<file path="src/rtl/oneshot_pkg.sv">
package oneshot_pkg;

  // Synchronized view of the three control pins
  typedef struct packed {
    logic fall_pin;
    logic rise_pin;
    logic clr_pin;
  } pin_vec_t;

  localparam int unsigned PIN_COUNT        = 3;
  localparam int unsigned SYNC_DEPTH       = 2;
  // Reset image chosen so that no edge can appear on the first cycles after reset:
  // fall pin starts low (cannot fall), rise pin starts high (cannot rise),
  // clear pin starts high (cannot rise).
  localparam pin_vec_t    PIN_RESET_IMAGE  = '{fall_pin: 1'b0, rise_pin: 1'b1, clr_pin: 1'b1};

endpackage

</file>
<file path="src/rtl/oneshot_sync.sv">
module oneshot_sync #(
  parameter int unsigned       W       = 3,
  parameter int unsigned       STAGES  = 2,
  parameter logic [W-1:0]      RST_VAL = '0
) (
  input  logic         clk,
  input  logic         rst_n,
  input  logic [W-1:0] async_i,
  output logic [W-1:0] sync_o
);

  logic [W-1:0] stage_q [STAGES];

  genvar g;
  generate
    for (g = 0; g < STAGES; g++) begin : g_stage
      logic [W-1:0] stage_d;
      if (g == 0) begin : g_first
        assign stage_d = async_i;
      end else begin : g_next
        assign stage_d = stage_q[g-1];
      end
      always_ff @(posedge clk or negedge rst_n) begin
        if (!rst_n) begin
          stage_q[g] <= RST_VAL;
        end else begin
          stage_q[g] <= stage_d;
        end
      end
    end
  endgenerate

  assign sync_o = stage_q[STAGES-1];

endmodule

</file>
<file path="src/rtl/oneshot_trig_gate.sv">
module oneshot_trig_gate
  import oneshot_pkg::*;
(
  input  logic     clk,
  input  logic     rst_n,
  input  pin_vec_t cur_i,
  output logic     trig_o,
  output logic     clr_fall_o,
  output logic     clr_low_o
);

  pin_vec_t prev_q;
  logic     fall_edge;
  logic     rise_edge;
  logic     clr_rise_edge;

  always_ff @(posedge clk or negedge rst_n) begin
    if (!rst_n) begin
      prev_q <= PIN_RESET_IMAGE;
    end else begin
      prev_q <= cur_i;
    end
  end

  always_comb begin
    // each edge is qualified by the present levels of the other two pins
    fall_edge     = prev_q.fall_pin & ~cur_i.fall_pin & cur_i.rise_pin & cur_i.clr_pin;
    rise_edge     = ~prev_q.rise_pin & cur_i.rise_pin & ~cur_i.fall_pin & cur_i.clr_pin;
    clr_rise_edge = ~prev_q.clr_pin & cur_i.clr_pin & ~cur_i.fall_pin & cur_i.rise_pin;
    trig_o        = fall_edge | rise_edge | clr_rise_edge;
    clr_fall_o    = prev_q.clr_pin & ~cur_i.clr_pin;
    clr_low_o     = ~cur_i.clr_pin;
  end

endmodule

</file>
<file path="src/rtl/oneshot_timer.sv">
module oneshot_timer #(
  parameter int unsigned WIDTH = 16
) (
  input  logic             clk,
  input  logic             rst_n,
  input  logic             load_i,
  input  logic             clear_i,
  input  logic [WIDTH-1:0] width_i,
  output logic             active_o
);

  localparam logic [WIDTH-1:0] CNT_ZERO = '0;
  localparam logic [WIDTH-1:0] CNT_ONE  = {{(WIDTH-1){1'b0}}, 1'b1};

  logic [WIDTH-1:0] cnt_q;
  logic [WIDTH-1:0] cnt_d;
  logic             cnt_en;
  logic             running;

  assign running = (cnt_q != CNT_ZERO);

  // next-state: clear has priority over load, load over countdown
  always_comb begin
    cnt_d  = cnt_q;
    cnt_en = 1'b0;
    if (clear_i) begin
      cnt_d  = CNT_ZERO;
      cnt_en = running;
    end else if (load_i) begin
      cnt_d  = width_i;
      cnt_en = 1'b1;
    end else if (running) begin
      cnt_d  = cnt_q - CNT_ONE;
      cnt_en = 1'b1;
    end
  end

  always_ff @(posedge clk or negedge rst_n) begin
    if (!rst_n) begin
      cnt_q <= CNT_ZERO;
    end else if (cnt_en) begin
      cnt_q <= cnt_d;
    end
  end

  assign active_o = running;

endmodule

</file>
<file path="src/rtl/pulse_retrig_oneshot.sv">
module pulse_retrig_oneshot
  import oneshot_pkg::*;
#(
  parameter int unsigned WIDTH       = 16,
  parameter int unsigned SYNC_STAGES = SYNC_DEPTH
) (
  input  logic             clk,
  input  logic             rst_n,
  input  logic             arm_fall_i,
  input  logic             arm_rise_i,
  input  logic             clear_n_i,
  input  logic [WIDTH-1:0] width_i,
  output logic             pulse_o,
  output logic             pulse_n_o
);

  pin_vec_t raw_pins;
  pin_vec_t sync_pins;
  logic     trig_evt;
  logic     clr_fall_evt;
  logic     clr_low_lvl;
  logic     active;

  assign raw_pins = '{fall_pin: arm_fall_i, rise_pin: arm_rise_i, clr_pin: clear_n_i};

  oneshot_sync #(
    .W       (PIN_COUNT),
    .STAGES  (SYNC_STAGES),
    .RST_VAL (PIN_RESET_IMAGE)
  ) u_sync (
    .clk     (clk),
    .rst_n   (rst_n),
    .async_i (raw_pins),
    .sync_o  (sync_pins)
  );

  oneshot_trig_gate u_gate (
    .clk        (clk),
    .rst_n      (rst_n),
    .cur_i      (sync_pins),
    .trig_o     (trig_evt),
    .clr_fall_o (clr_fall_evt),
    .clr_low_o  (clr_low_lvl)
  );

  oneshot_timer #(
    .WIDTH (WIDTH)
  ) u_timer (
    .clk      (clk),
    .rst_n    (rst_n),
    .load_i   (trig_evt),
    .clear_i  (clr_low_lvl),
    .width_i  (width_i),
    .active_o (active)
  );

  assign pulse_o   = active;
  assign pulse_n_o = ~active;

endmodule

</file>
<file path="config.mk">
export PLATFORM = sky130hd
export DESIGN_NAME = pulse_retrig_oneshot
export DESIGN_NICKNAME = d
export VERILOG_FILES = /design/src/rtl/oneshot_pkg.sv /design/src/rtl/oneshot_sync.sv /design/src/rtl/oneshot_trig_gate.sv /design/src/rtl/oneshot_timer.sv /design/src/rtl/pulse_retrig_oneshot.sv
export SDC_FILE = /design/constraint.sdc
export NUM_CORES = 1
export LEC_CHECK = 0
export ABC_AREA = 1
export BUFFER_PORTS_ARGS = -buffer_cell sky130_fd_sc_hd__buf_4
export CAP_MARGIN = 20
export CORE_AREA = 2 2 65 67
export DETAILED_ROUTE_END_ITERATION = 8
export DIE_AREA = 0 0 67 69
export PLACE_DENSITY_LB_ADDON = 0.05
export SYNTH_ARGS = -nofsm -noshare
export SYNTH_HDL_FRONTEND = slang
export SYNTH_HIERARCHICAL = 1
export SYNTH_SLANG_ARGS = --single-unit
</file>
<file path="constraint.sdc">
create_clock -name clk -period 1.71 [get_ports clk]
set_input_delay 0.0855 -clock clk [delete_from_list [all_inputs] [get_ports clk]]
set_output_delay 0.0855 -clock clk [all_outputs]
set_load 0.02 [all_outputs]
</file>
==> metrics <==
status finished with violations; failing checks setup timing; WHS Path Cells 3; full die area 4620 um^2; root buffer cell clkbuf_8; area growth from synthesis to layout 31.6%; TritonCTS Sinks 25; DRT antenna net count 0; startpoint types register; CP Capture Type output port; total grt overflow 0; Fmax 569 MHz; Placer Congestion 0.791; Overall Global Routing Usage 15.5%; cell area after layout 1880 um^2; Worst EP required 1.62 ns; share of cells above drive strength 1 33.5%; Worst Path Class, Setup reg2out; Routed WL 3260 um; most frequent cells in the layout 43 x nand2_1, 39 x buf_4, 26 x nor2_1; clk buf depth 2; initial DRC count 61; total clock buffers created by CTS 3; placed inst area 1660 um^2; DR vias 1276; critical path arrival 1.67 ns; Worst Reg-to-Reg Cells 8; hpwl dp 2340 um; # Max-Cap Violations 0; critical-path maximum fanout 2; H-tree depth 1; die height 69 um; Core ar. 3910 um^2; first-pass GRT wire length 5530 um; CTS clk-pin slew, worst paths 0.09 ns; Ports 23; die width 67 um; period utilization 103%; Syn Area/Cell 7.92 um^2; HP Class in2reg; I/O Buffers 22; Tmin final 1.76 ns; initial antenna violation count 0; worst slack, placed 0.103 ns; unrepaired setup endpoints after global routing yes; Final Power 3.58 mW; vias in the first global route 1242; Slew HR 77.6%; Setup WS post-layout -0.0488 ns; row cnt 23; DRC 0; commonest non-fill, non-tap cell in the layout nand2_1; Cells after Synth 180; clk_lat worst skew 0.27 ns; P_leak 0.911 nW; measured slew at the worst slew-check pin 0.336 ns; routed len/inst 11.9 um; CTS tree yes; final hold viol count 0; Clock Skew 0.00468 ns; Inserted Diodes 0; Ys Warns 6; Final nets 247; Vias/cell 4.66; Hold Slack 0.0676 ns; Synth Cell Area 1430 um^2; final slew viol count 0; final core occ 48.0%; Pwr Density 1910 nW/um^2; final setup fails 2; Initial Util 36.4%; First-pass DRT Iterations 4; post-synthesis net count 202; largest net degree at the start of global routing 26; Peak VDD IR 0.731 mV
## where the power goes
| group | internal [mW] | switching (mW) | leakage [nW] | total, mW |
|---|---|---|---|---|
| registers | 0.776 | 0.173 | 0.310 | 0.949 |
| clock network | 0.165 | 0.188 | 0.0217 | 0.353 |
| logic | 0.962 | 1.32 | 0.579 | 2.28 |
| total | 1.90 | 1.68 | 0.911 | 3.58 |
## final timing paths
check | from | to | slack [ns]
min reg2reg | u_sync/g_stage[1].stage_d[2] | u_sync/sync_o[2] | 0.35
max | u_timer/cnt_q[0] | pulse_n_o | -0.05
max reg2reg | u_timer/cnt_q[0] | u_timer/cnt_q[1] | 0.11
min in group asynchronous | rst_n | u_timer/cnt_q[12] | 0.25
min | width_i[2] | u_timer/cnt_q[2] | 0.07
max in group asynchronous | rst_n | u_sync/g_stage[1].stage_d[0] | 1.16
## flip-flops by register name, indices dropped and copies added, names as in the netlist
name	count
u_sync/sync_o	3
u_timer/cnt_q	16
u_gate/prev_q	3
u_sync/g_stage.stage_d	3
## critical path: stages, from the launching register on
cell	delay, ns
dfrtp_1	0.40
inv_2	0.08
ha_4	0.17
nand2_8	0.07
nor2_8	0.08
nand2_2	0.05
or3b_1	0.36
inv_1	0.08
buf_6	0.11
## routing by layer
layer	global-route usage (%)	wire, um	up-vias
met1	19.4	1440	588
li1	-	-	664
met2	27.1	1710	22
met5	0	0	-
met3	2.61	94	2
met4	4.08	17	0
## per-stage QoR
step / TNS (ns) / std cells
floorplan: 0 / 180
global placement: 0 / 253
detailed placement: 0 / 253
CTS: -0.165 / 266
global route: -0.242 / 274
finish: -0.0768 / 274
## timing repair
| action | in CTS | in global routing |
|---|---|---|
| buffers inserted | 5 | 8 |
| pin swaps | 4 | 4 |
| endpoints found under the setup margin | 2 | 2 |
| gates resized for setup | 7 | 0 |
| hold endpoints to repair | 28 | 0 |
| hold buffers | 4 | 0 |
## area by class of cell
cell class,count,area (um^2)
clock buffers,3,41.3
fillers,432,2040
clock inverters,1,7.51
inverters,20,75.1
flip-flops and latches,25,633
well taps,50,62.6
repair buffers,44,344
multi-input cells,131,713
(Power assumes the default switching activity.)
